--- config.mk ---
export PLATFORM = sky130hd
export DESIGN_NAME = adc_seq_timer
export DESIGN_NICKNAME = d
export VERILOG_FILES = /design/src/rtl/adc_seq_timer.sv
export SDC_FILE = /design/constraint.sdc
export NUM_CORES = 1
export LEC_CHECK = 0
export BUFFER_PORTS_ARGS = -buffer_cell sky130_fd_sc_hd__buf_2
export CAP_MARGIN = 20
export CORE_UTILIZATION = 45
export DETAILED_ROUTE_END_ITERATION = 10
export PLACE_DENSITY = 0.74
export REMOVE_ABC_BUFFERS = 1
export SYNTH_ARGS = -nofsm -noshare
export SYNTH_HDL_FRONTEND = slang
export SYNTH_SLANG_ARGS = --single-unit
--- constraint.sdc ---
create_clock -name clk -period 4.88 [get_ports clk]
set_clock_uncertainty 0.05 [all_clocks]
set_input_delay 0.732 -clock clk [delete_from_list [all_inputs] [get_ports clk]]
set_output_delay 0.732 -clock clk [all_outputs]
set_load 0.005 [all_outputs]
--- src/rtl/adc_seq_timer.sv ---
module adc_seq_timer #(
  parameter int PS_W    = 5,
  parameter int MIN_DIV = 8,
  parameter int PH_W    = 8
) (
  input  logic            clk,
  input  logic            rst,
  input  logic [PS_W-1:0] ps_code,
  input  logic [1:0]      smp_sel,
  input  logic            diff_mode,
  input  logic            cmd_valid,
  output logic            cmd_ready,
  output logic            adc_ce,
  output logic            smp_phase,
  output logic            cnv_phase,
  output logic            done,
  output logic            cfg_err
);
  localparam int DIV_W = PS_W + 2;

  typedef enum logic [1:0] {ST_IDLE, ST_SMP, ST_CNV, ST_DONE} st_t;

  st_t             st;
  logic [PS_W-1:0] ps_q;
  logic [DIV_W-1:0] div_cnt;
  logic [DIV_W-1:0] div_fac;
  logic [PH_W-1:0] ph_cnt;
  logic [PH_W-1:0] cnv_last;
  logic [PH_W-1:0] smp_last;
  logic            busy;
  logic            accept;

  assign div_fac   = {1'b0, ps_q, 1'b0} + DIV_W'(2);
  assign cfg_err   = div_fac < DIV_W'(MIN_DIV);
  assign busy      = (st == ST_SMP) || (st == ST_CNV);
  assign adc_ce    = busy && (div_cnt == div_fac - DIV_W'(1));
  assign smp_phase = adc_ce && (st == ST_SMP);
  assign cnv_phase = adc_ce && (st == ST_CNV);
  assign done      = (st == ST_DONE);
  assign cmd_ready = (st == ST_IDLE) && !cfg_err;
  assign accept    = cmd_valid && cmd_ready;

  always_comb begin
    case (smp_sel)
      2'd0:    smp_last = PH_W'(1);
      2'd1:    smp_last = PH_W'(7);
      2'd2:    smp_last = PH_W'(63);
      default: smp_last = PH_W'(127);
    endcase
  end

  always_ff @(posedge clk) begin
    if (rst) begin
      st       <= ST_IDLE;
      ps_q     <= ps_code;
      div_cnt  <= '0;
      ph_cnt   <= '0;
      cnv_last <= '0;
    end else begin
      case (st)
        ST_IDLE: begin
          ps_q    <= ps_code;
          div_cnt <= '0;
          if (accept) begin
            st       <= ST_SMP;
            ph_cnt   <= smp_last;
            cnv_last <= diff_mode ? PH_W'(12) : PH_W'(13);
          end
        end
        ST_SMP, ST_CNV: begin
          div_cnt <= adc_ce ? '0 : div_cnt + DIV_W'(1);
          if (adc_ce) begin
            if (ph_cnt != '0) begin
              ph_cnt <= ph_cnt - PH_W'(1);
            end else if (st == ST_SMP) begin
              st     <= ST_CNV;
              ph_cnt <= cnv_last;
            end else begin
              st <= ST_DONE;
            end
          end
        end
        default: begin
          st      <= ST_IDLE;
          div_cnt <= '0;
        end
      endcase
    end
  end
endmodule


==> results.md, run 1 <==
* Buf+Inv Stages, Crit Path at 1
* First-pass GRT wire length at 5420 um
* Fin. max-slew vios at 0
* Clock share of power at 0.186
* Cell at the root of the clock tree: clkbuf_4
* Core utilization of the finished layout at 0.522
* Critical Path Stages at 8
* Grt ovf at 0
* Setup slack of the worst register-to-register path at 1.94 ns
* Sw frac at 0.368
* Total routing usage reported by global routing at 0.173
* Leakage at 0.764 nW
* Mean area per synthesized cell at 8.61 um^2
* DIE HEIGHT at 62.4 um
* Clock transition at the registers of the reported paths at 0.13 ns
* Total Power Consumption at 0.000564 W
* Reg area at 531 um^2
* Number of antenna violations at the first check in global routing at 0
* Total detailed-routing wirelength at 3290 um
* Total of hold buffers inserted after clock tree synthesis at 0
* Number of buffers added by the clock tree synthesis step at 3
* Least-Margin Pin Slew at 0.669 ns
* Reg2Reg Depth at 8
* Cells along the critical path: ha_1 > or2_2 > a21boi_0 > o211a_1 > o2111ai_2 > nor4_1 > and2_1 > buf_2
* Count of warnings emitted by yosys at 0
* Total number of H-tree levels at 1
* Core area at 3420 um^2
* Critical-path cell with the highest stage delay: edfxtp_1
* Clk sink count at 24
* Post-detail-place hpwl at 2450 um
* Average wire per standard cell at 13.1 um
* Sequential fraction of design power at 0.443
* Required time worst endpoint at 4.10 ns
* Via count at 1384
* Number of nets in the layout at 228
* Relative slew slack at 0.547
* Final period utilization at 0.734
* Setup CP Type: reg2out
* First-pass iteration count of the detailed router at 4
* Final critical delay including setup and external delays at 3.58 ns
* Comb power frac at 0.371
* Seq/Total Area, Yosys at 0.323
* Starting utilization of the core area at 0.481
* Largest cells by area after synthesis: dfxtp_1 (23%), edfxtp_1 (9.1%), ha_1 (8.4%)
* Synthesized area at 1640 um^2
* Sort of element at the start of the critical path: flop
* Endpoint type of the worst setup path: primary output
* Net switching power at 0.000207 W
* Chip width at 62.4 um
* Post-CTS setup buffers at 0
* Number of cells upsized or downsized after cts at 0
* Count of buffers inserted at the top-level ports at 16
* Setup_tns at 0 ns
* Commonest cells post-synth: dfxtp_1 (19), nor2_1 (19), nand2_1 (17), inv_1 (15), xor2_1 (13)
* Share of the synthesized area in the top cell type at 0.231
* Share of synthesized flip-flops with an asynchronous set or reset at 0
* Worst Hold Class: reg2reg
* Number of synthesized flops with an enable pin at 5
* Total power per unit cell area at 316 nW/um^2
* Core Rows at 21
* DRC violations left at 0
* Multi-input logic area at 1010 um^2
* Worst Min Path Start: cnv_last[2]
* Share of layout cells above drive strength 1 at 0.146
* Peak VDD IR at 0.000231 V
* Largest net degree at the start of global routing at 16
* Most instantiated flip-flop cell in the synthesis netlist: dfxtp_1
* Final setup vio count at 0
* Int Power at 0.000356 W
* Critical Path Sink: cnv_phase
* Worst Path Arrival at 2.80 ns
* TritonCTS clock tree: done
* Global placer's final weighted congestion at 0.821
* Die area at 3900 um^2
* Clock buffer depth at 2
* Antenna violation net count after detailed routing at 0
* Vias in the first global route at 1190
* FILL cells at 343
* Number of top-level pins at 17
* Antenna Diode Count at 0
* Max-capacitance violation count at 0
* Family with the most delay on the worst path: simple AND/OR/NAND/NOR gates
* Count of final hold-check violations at 0
* Startpoint of the most critical setup path: ps_q[0]
* Unrepaired setup endpoints after global routing: false
* Via density at 5.51
* Number of DRC markers in iteration 0 at 87
* Latest clock arrival within the worst-skew pair at 0.32 ns
* Top achievable clock speed at 0.279 GHz
* Cells after synthesis at 191
* Flops & latches, synth at 24
* Dominant cell type by area after synthesis: dfxtp_1
* Crit path largest cell delay at 0.56 ns
* Area grow syn2layout at 8.52%
* Largest fanout on the critical path at 10
* Critical register-to-register path endpoint: st[0]
* Count of unique library cells instantiated by Yosys at 51
* Source of the worst register-to-register timing path: ps_q[0]
* Status: completed
layout make-up:
type / instances / share of cell area
clock buffers: 4 / 0.0203
well taps: 46 / 0.0323
multi-input cells: 144 / 0.565
repair buffers: 18 / 0.0533
inverters: 15 / 0.0316
flip-flops and latches: 24 / 0.297
cells in the final DEF (no fill, tap or decap), types with 2 or more instances in the layout:
cell       n
nand2_1   17
a31oi_1    4
nor4_1     2
a211oi_1   2
edfxtp_1   5
o311a_1    6
a21oi_1    4
ha_1      11
buf_4      2
or3_1      2
xor2_1    13
a32oi_1    2
dfxtp_1   19
clkbuf_4   3
buf_2     16
xnor2_1    6
and2_1     3
inv_1     15
nor3_1     6
o21ai_1    3
o21ai_0    8
nand3_1    7
nor2_1    19
o211a_1    2
how the worst min path moves through the flow:
stage / endpoint / slack, ns / depth (start not counted)
after global routing: cnv_last[2] / 0.46 / 2
final: cnv_last[2] / 0.43 / 2
after floorplan: cnv_last[2] / 0.38 / 2
after CTS: cnv_last[2] / 0.44 / 2
after global placement: cnv_last[2] / 0.40 / 2
after detailed placement: cnv_last[2] / 0.41 / 2
worst register-to-register path, cell delays in order (launching register included):
cell	delay, ns
edfxtp_1	0.56
ha_1	0.43
or2_2	0.33
a21boi_0	0.18
o211a_1	0.17
o2111ai_2	0.16
or4_1	0.55
a221oi_1	0.29
a311oi_1	0.08
state kept, by name, indices dropped and copies added (netlist names):
signal	cells
div_cnt	7
cnv_last	2
ph_cnt	8
st	2
ps_q	5
per-stage QoR:
| stage | instances | worst slack [ns] | hold WS, ns | area [um^2] |
|---|---|---|---|---|
| 2_1_floorplan | 183 | 1.86 | 0.381 | 1600 |
| 4_1_cts | 251 | 1.26 | 0.439 | 1780 |
| 3_3_place_gp | 247 | 1.72 | 0.400 | 1750 |
| 6_report | 251 | 1.30 | 0.433 | 1780 |
| 5_1_grt | 251 | 1.05 | 0.457 | 1780 |
| 3_5_place_dp | 247 | 1.62 | 0.408 | 1750 |
layer usage:
metal / share of wire / routed length [um] / global-route usage / vias to the layer above
met5: 0 / 0 / 0 / -
met4: 0.0070 / 23 / 0.0436 / 0
met3: 0.038 / 125 / 0.0383 / 2
met2: 0.46 / 1530 / 0.273 / 29
met1: 0.49 / 1620 / 0.237 / 634
li1: - / - / - / 719
logic make-up after synthesis:
kind of cell | Yosys count | share of synthesized area
compound gates | 46 | 0.218
xor+xnor | 19 | 0.101
fa+ha+maj | 11 | 0.0837
buf+inv | 23 | 0.0639
flops | 24 | 0.323
simple gates | 68 | 0.210
power groups by stage:
stage,clock network (W),logic (W),registers [W]
6_report,0.000105,0.000209,0.000250
5_1_grt,0.000119,0.000232,0.000253
4_1_cts,0.000110,0.000208,0.000249
3_5_place_dp,0,0.000207,0.000254
3_3_place_gp,0,0.000204,0.000253
2_1_floorplan,0,0.000165,0.000247
Power figures use the tool's default switching activity.
==> inputs of run 2 (changes only) <==
==> constraint.sdc (replaced) <==
create_clock -name clk -period 3.6 [get_ports clk]
set_clock_uncertainty 0.05 [all_clocks]
set_input_delay 0.54 -clock clk [delete_from_list [all_inputs] [get_ports clk]]
set_output_delay 0.54 -clock clk [all_outputs]
set_load 0.005 [all_outputs]
==> results.md, run 2 (synthesized netlist as in run 1, its figures left out) <==
* Required time worst endpoint at 3.01 ns (was 4.10 ns)
* Clock buffer depth at 2 (unchanged)
* Count of buffers inserted at the top-level ports at 16 (unchanged)
* Total number of H-tree levels at 1 (unchanged)
* Largest fanout on the critical path at 10 (unchanged)
* Worst Min Path Start: diff_mode (was cnv_last[2])
* Cell at the root of the clock tree: clkbuf_4 (unchanged)
* Number of DRC markers in iteration 0 at 100 (was 87)
* Setup slack of the worst register-to-register path at 0.58 ns (was 1.94 ns)
* Final setup vio count at 0 (unchanged)
* Most frequent cells in the layout: nor2_1 (19), dfxtp_1 (19), nand2_1 (17) (unchanged)
* Post-detail-place hpwl at 2520 um (was 2450 um)
* Via count at 1428 (was 1384)
* Total routing usage reported by global routing at 0.188 (was 0.173)
* Cells along the critical path: ha_1 > or2_2 > a21boi_0 > o211a_1 > o2111ai_2 > nor4_2 > and2_1 > buf_2 (was ha_1 > or2_2 > a21boi_0 > o211a_1 > o2111ai_2 > nor4_1 > and2_1 > buf_2)
* Number of flip-flops in the largest register at 8 (unchanged)
* Critical-path cell with the highest stage delay: edfxtp_1 (unchanged)
* Largest Register: ph_cnt (unchanged)
* Clock transition at the registers of the reported paths at 0.14 ns (was 0.13 ns)
* First-pass GRT wire length at 5980 um (was 5420 um)
* Unrepaired setup endpoints after global routing: false (unchanged)
* Number of antenna violations at the first check in global routing at 0 (unchanged)
* Global placer's final weighted congestion at 0.826 (was 0.821)
* Source of the worst register-to-register timing path: ps_q[0] (unchanged)
* DRC violations left at 0 (unchanged)
* Top achievable clock speed at 0.298 GHz
* Grt ovf at 0 (unchanged)
* Total of hold buffers inserted after clock tree synthesis at 0 (unchanged)
* Vias in the first global route at 1323 (was 1190)
* Clk sink count at 24 (unchanged)
* Final critical delay including setup and external delays at 3.36 ns
* Count of final hold-check violations at 0 (unchanged)
* FILL cells at 331 (was 343)
* Relative slew slack at 0.532 (was 0.547)
* Die area at 3900 um^2 (unchanged)
* Share of layout cells above drive strength 1 at 0.146 (unchanged)
* Core area at 3420 um^2 (unchanged)
* Latest clock arrival within the worst-skew pair at 0.31 ns (was 0.32 ns)
* Cell count of the worst hold path at 2 (unchanged)
* Via density at 5.69 (was 5.51)
* Max-capacitance violation count at 0 (unchanged)
* Chip width at 62.4 um (unchanged)
* Critical register-to-register path endpoint: st[0] (unchanged)
* Placed cell area at 1750 um^2 (unchanged)
* Setup_tns at 0 ns (unchanged)
* Worst Hold Class: in2reg (was reg2reg)
* Total Power Consumption at 0.000755 W (was 0.000564 W)
* Starting utilization of the core area at 0.481 (unchanged)
* Leakage at 0.758 nW (was 0.764 nW)
* Reg2Reg Depth at 8 (unchanged)
* DIE HEIGHT at 62.4 um (unchanged)
* Peak VDD IR at 0.000222 V (was 0.000231 V)
* TritonCTS clock tree: done (unchanged)
* Worst Path Arrival at 2.77 ns (was 2.80 ns)
* Final period utilization at 0.933
* Least-Margin Pin Slew at 0.693 ns (was 0.669 ns)
* Setup CP Type: reg2out (unchanged)
* Final instance area at 1780 um^2 (about the same)
* Buf+Inv Stages, Crit Path at 1 (unchanged)
* First-pass iteration count of the detailed router at 4 (unchanged)
* Average wire per standard cell at 13.9 um (was 13.1 um)
* Antenna Diode Count at 0 (unchanged)
* Fin. max-slew vios at 0 (unchanged)
* Number of top-level pins at 17 (unchanged)
* Endpoint type of the worst setup path: primary output (unchanged)
* Core Rows at 21 (unchanged)
* Number of nets in the layout at 228 (unchanged)
* Crit path largest cell delay at 0.56 ns (about the same)
* Largest net degree at the start of global routing at 16 (unchanged)
* Antenna violation net count after detailed routing at 0 (unchanged)
* Status: completed (unchanged)
* Endpoint, Worst Hold: cnv_last[0] (was cnv_last[2])
* Area grow syn2layout at 8.30% (was 8.52%)
* Number of buffers added by the clock tree synthesis step at 3 (unchanged)
* Sort of element at the start of the critical path: flop (unchanged)
* Leading registers by flop count: ph_cnt: 8 flops, div_cnt: 7 flops, ps_q: 5 flops (unchanged)
* Family with the most delay on the worst path: simple AND/OR/NAND/NOR gates (unchanged)
* Total power per unit cell area at 424 nW/um^2 (was 316 nW/um^2)
* Total detailed-routing wirelength at 3480 um (was 3290 um)
run 2: cell types whose count changed in the layout (fill, tap and decap cells not counted):
cell | before | now
nor4_1 | 2 | 1
nor4_2 | 0 | 1
clkbuf_8 | 1 | 0
clkbuf_1 | 0 | 1
run 2: stage by stage:
| stage | hold slack (ns) | worst slack (ns) | instances | utilization |
|---|---|---|---|---|
| after floorplan | 0.381 | 0.737 | 183 | - |
| after global placement | 0.395 | 0.630 | 247 | 0.512 |
| after detailed placement | 0.404 | 0.537 | 247 | 0.512 |
| after CTS | 0.325 | 0.173 | 251 | 0.519 |
| after global routing | 0.312 | 0.0363 | 251 | 0.521 |
| final | 0.328 | 0.239 | 251 | 0.521 |
run 2: routing by layer:
layer  global-route usage  routed length [um]
met5                    0                   0
met4               0.0523                  17
met3               0.0164                  43
met2                0.311                1690
met1                0.259                1730
run 2: worst max path at each step:
stage / startpoint / to / cells past startpoint
CTS: ps_q[0] / cnv_phase / 8
detailed placement: ps_q[0] / cnv_phase / 8
global route: ps_q[0] / cnv_phase / 8
global placement: ps_q[0] / smp_phase / 8
finish: ps_q[0] / cnv_phase / 8
floorplan: ps_q[0] / ph_cnt[3] / 8
run 2: cell type report:
class,count,area [um^2],share of cell area
Sequential cell,24,531,0.298
Clock buffer,4,26.3,0.0148
Tap cell,46,57.6,0.0323
Inverter,15,56.3,0.0316
Timing Repair Buffer,18,95.1,0.0534
Multi-Input combinational cell,144,1010,0.570
run 2: worst reg2reg max path, stage by stage (launching register included):
cell	delay, ns
edfxtp_1	0.56
ha_1	0.44
or2_2	0.33
a21boi_0	0.18
o211a_1	0.17
o2111ai_2	0.16
or4_1	0.56
a221oi_1	0.34
a311oi_1	0.10
run 2: timing repair:
action / CTS / global route
setup buffers: 0 / 0
endpoints found under the hold margin: 0 / 0
endpoints found under the setup margin: 0 / 2
resized for setup: 0 / 1
run 2: power by group:
group | leakage (nW) | switching [W] | total, W | internal (W)
Sequential | 0.207 | 0.0000379 | 0.000340 | 0.000302
Combinational | 0.535 | 0.000169 | 0.000288 | 0.000119
Clock | 0.0150 | 0.0000836 | 0.000127 | 0.0000432
Total | 0.758 | 0.000291 | 0.000755 | 0.000464
==> inputs of run 3 (changes only) <==
--- a/config.mk
+++ b/config.mk
@@ -5,11 +5,12 @@
 export SDC_FILE = /design/constraint.sdc
 export NUM_CORES = 1
 export LEC_CHECK = 0
+export ABC_AREA = 1
 export BUFFER_PORTS_ARGS = -buffer_cell sky130_fd_sc_hd__buf_2
 export CAP_MARGIN = 20
 export CORE_UTILIZATION = 45
 export DETAILED_ROUTE_END_ITERATION = 10
-export PLACE_DENSITY = 0.74
+export PLACE_DENSITY = 0.73
 export REMOVE_ABC_BUFFERS = 1
 export SYNTH_ARGS = -nofsm -noshare
 export SYNTH_HDL_FRONTEND = slang
==> results.md, run 3 <==
* Count of unique library cells instantiated by Yosys at 25 (was 51)
* Total routing usage reported by global routing at 0.180 (was 0.188)
* Source of the worst register-to-register timing path: ps_q[0] (unchanged)
* Cell at the root of the clock tree: clkbuf_8 (was clkbuf_4)
* Least-Margin Pin Slew at 0.666 ns (was 0.693 ns)
* Status: completed (unchanged)
* Number of buffers added by the clock tree synthesis step at 3 (unchanged)
* Leading registers by flop count: ph_cnt: 8 flops, div_cnt: 7 flops, ps_q: 5 flops (unchanged)
* Setup CP Type: reg2out (unchanged)
* Total of hold buffers inserted after clock tree synthesis at 0 (unchanged)
* Largest fanout on the critical path at 11 (was 10)
* Non-Filler Instances at 325 (was 251)
* Average wire per standard cell at 10.2 um (was 13.9 um)
* Chip width at 63.7 um (was 62.4 um)
* Total number of H-tree levels at 1 (unchanged)
* Comb power frac at 0.589 (was 0.382)
* Clock share of power at 0.145 (was 0.168)
* Dominant cell type by area after synthesis: dfxtp_1 (unchanged)
* Cells along the critical path: ha_1 > inv_1 > nand2_1 > nand2_1 > nand2_1 > nand3_1 > nor2_1 > nand2_1 > inv_1 > nand2_1 > or2_1 > nor2_1 > inv_2 > nor2_1 > buf_2 (was ha_1 > or2_2 > a21boi_0 > o211a_1 > o2111ai_2 > nor4_2 > and2_1 > buf_2)
* Seq/Total Area, Yosys at 0.309 (was 0.323)
* Unrepaired setup endpoints after global routing: false (unchanged)
* Number of antenna violations at the first check in global routing at 0 (unchanged)
* Grt ovf at 0 (unchanged)
* First-pass iteration count of the detailed router at 5 (was 4)
* Starting utilization of the core area at 0.469 (was 0.481)
* Core area at 3660 um^2 (was 3420 um^2)
* Flops & latches, synth at 24 (unchanged)
* Count of final hold-check violations at 0 (unchanged)
* Sw frac at 0.472 (was 0.385)
* Relative slew slack at 0.556 (was 0.532)
* Post-detail-place hpwl at 2670 um (was 2520 um)
* First-pass GRT wire length at 5790 um (was 5980 um)
* Antenna Diode Count at 0 (unchanged)
* Worst Min Path Start: diff_mode (unchanged)
* Leakage at 0.959 nW (was 0.758 nW)
* Number of DRC markers in iteration 0 at 84 (was 100)
* Sequential fraction of design power at 0.266 (was 0.450)
* Clock transition at the registers of the reported paths at 0.08 ns (was 0.14 ns)
* Via density at 4.77 (was 5.69)
* Placed cell count at 321 (was 247)
* Most frequent cells in the layout: nand2_1 (64), inv_1 (43), nor2_1 (36) (was nor2_1 (19), dfxtp_1 (19), nand2_1 (17))
* Required time worst endpoint at 3.01 ns (about the same)
* Final setup vio count at 0 (unchanged)
* Net switching power at 0.000748 W (was 0.000291 W)
* Mean area per synthesized cell at 6.60 um^2 (was 8.61 um^2)
* Cells after synthesis at 260 (was 191)
* Total power per unit cell area at 835 nW/um^2 (was 424 nW/um^2)
* Count of warnings emitted by yosys at 0 (unchanged)
* Final period utilization at 0.840 (was 0.933)
* Worst Hold Class: in2reg (unchanged)
* Global placer's final weighted congestion at 0.847 (was 0.826)
* Share of layout cells above drive strength 1 at 0.130 (was 0.146)
* Crit path largest cell delay at 0.55 ns (was 0.56 ns)
* Via count at 1551 (was 1428)
* Largest Register: ph_cnt (unchanged)
* Int Power at 0.000836 W (was 0.000464 W)
* Max-capacitance violation count at 0 (unchanged)
* Critical-path cell with the highest stage delay: edfxtp_1 (unchanged)
* DIE HEIGHT at 63.7 um (was 62.4 um)
* Number of cells upsized or downsized after cts at 0 (unchanged)
* Most instantiated flip-flop cell in the synthesis netlist: dfxtp_1 (unchanged)
* Share of synthesized flip-flops with an asynchronous set or reset at 0 (unchanged)
* Die area at 4060 um^2 (was 3900 um^2)
* Endpoint type of the worst setup path: primary output (unchanged)
* Share of the synthesized area in the top cell type at 0.222 (was 0.231)
* Most common library cell in the layout ignoring fill and taps: nand2_1
* Latest clock arrival within the worst-skew pair at 0.26 ns (was 0.31 ns)
* Top achievable clock speed at 0.331 GHz (was 0.298 GHz)
* Peak VDD IR at 0.000483 V (was 0.000222 V)
* Setup slack of the worst register-to-register path at 1.25 ns (was 0.58 ns)
* DRC violations left at 0 (unchanged)
* Area grow syn2layout at 10.6% (was 8.30%)
* Sort of element at the start of the critical path: flop (unchanged)
* Worst Path Arrival at 2.43 ns (was 2.77 ns)
* Vias in the first global route at 1446 (was 1323)
* Setup_tns at 0 ns (unchanged)
* Number of synthesized flops with an enable pin at 5 (unchanged)
* Most frequent cell on the critical path: nand2_1
* TritonCTS clock tree: done (unchanged)
* Clock buffer depth at 2 (unchanged)
* Startpoint of the most critical setup path: ps_q[0] (unchanged)
* Synthesized area at 1720 um^2 (was 1640 um^2)
* Clk sink count at 24 (unchanged)
* Final critical delay including setup and external delays at 3.02 ns (was 3.36 ns)
* Number of top-level pins at 17 (unchanged)
* Number of flip-flops in the largest register at 8 (unchanged)
* Total detailed-routing wirelength at 3320 um (was 3480 um)
* Cell with the most instances after synthesis: nand2_1
* Antenna violation net count after detailed routing at 0 (unchanged)
* Number of nets in the layout at 300 (was 228)
* Fin. max-slew vios at 0 (unchanged)
* Largest cells by area after synthesis: dfxtp_1 (22%), nand2_1 (14%), inv_1 (9.4%) (was dfxtp_1 (23%), edfxtp_1 (9.1%), ha_1 (8.4%))
* Commonest cells post-synth: nand2_1 (64), inv_1 (43), nor2_1 (36), dfxtp_1 (19), nand3_1 (19) (was dfxtp_1 (19), nor2_1 (19), nand2_1 (17), inv_1 (15), xor2_1 (13))
* Post-CTS setup buffers at 0 (unchanged)
* Largest net degree at the start of global routing at 15 (was 16)
* Count of buffers inserted at the top-level ports at 16 (unchanged)
* Core Rows at 22 (was 21)
-- run 3: cell count changes after synthesis, moves of 11 or more --
cell and change:
nand4_1 +11, nor2_1 +17, nand2_1 +47, nand3_1 +12, inv_1 +28
-- run 3: worst max-delay path, delay by kind of cell (launching register included) --
family	cells	cell delay [ns]
flops	1	0.55
buf+inv	4	0.24
simple gates	10	1.02
fa+ha+maj	1	0.37
-- run 3: metrics by stage --
stage	hold WS (ns)	instance area [um^2]	utilization	setup WS [ns]	total power, W
after floorplan	0.380	1690	-	1.06	0.00117
after global routing	0.380	1900	0.518	0.336	0.00175
after detailed placement	0.415	1830	0.499	0.872	0.00135
final	0.393	1900	0.518	0.578	0.00158
after CTS	0.389	1900	0.518	0.562	0.00159
after global placement	0.399	1830	0.499	0.909	0.00134
-- run 3: area by class of cell --
| cell class | count | area [um^2] |
|---|---|---|
| timing repair buffer | 16 | 80.1 |
| multi-input combinational | 183 | 967 |
| clock inverter | 1 | 30.0 |
| clock buffer | 3 | 41.3 |
| fill | 366 | 1760 |
| tap | 48 | 60.1 |
| sequential | 24 | 531 |
| inverter | 50 | 188 |
-- run 3: worst paths after layout --
path	depth (start not counted)	end
setup / recovery	15	cnv_phase
hold / removal	2	cnv_last[0]
setup reg to reg	15	ph_cnt[7]
hold reg to reg	2	cnv_last[2]
-- run 3: routing by layer --
| layer | global-route usage | part of all wire |
|---|---|---|
| met5 | 0 | 0 |
| met4 | 0.0625 | 0.012 |
| met3 | 0.0268 | 0.028 |
| met2 | 0.359 | 0.52 |
| met1 | 0.185 | 0.44 |
-- run 3: cells by family (layout without fill, tap and decap cells) --
family	Yosys count	in the layout	synth area share
DFF	24	24	0.309
buffers and inverters	53	70	0.127
adders and majority gates	11	11	0.0802
and+or+nand+nor	144	144	0.372
xor gates and xnor gates	8	8	0.0408
AOI/OAI and AO/OA	20	20	0.0707
-- run 3: power groups by stage --
stage          clock (W)  sequential (W)  combinational (W)
6_report        0.000230        0.000421           0.000934
5_1_grt         0.000247        0.000431            0.00107
4_1_cts         0.000238        0.000421           0.000932
3_5_place_dp           0        0.000427           0.000920
3_3_place_gp           0        0.000424           0.000912
2_1_floorplan          0        0.000411           0.000754
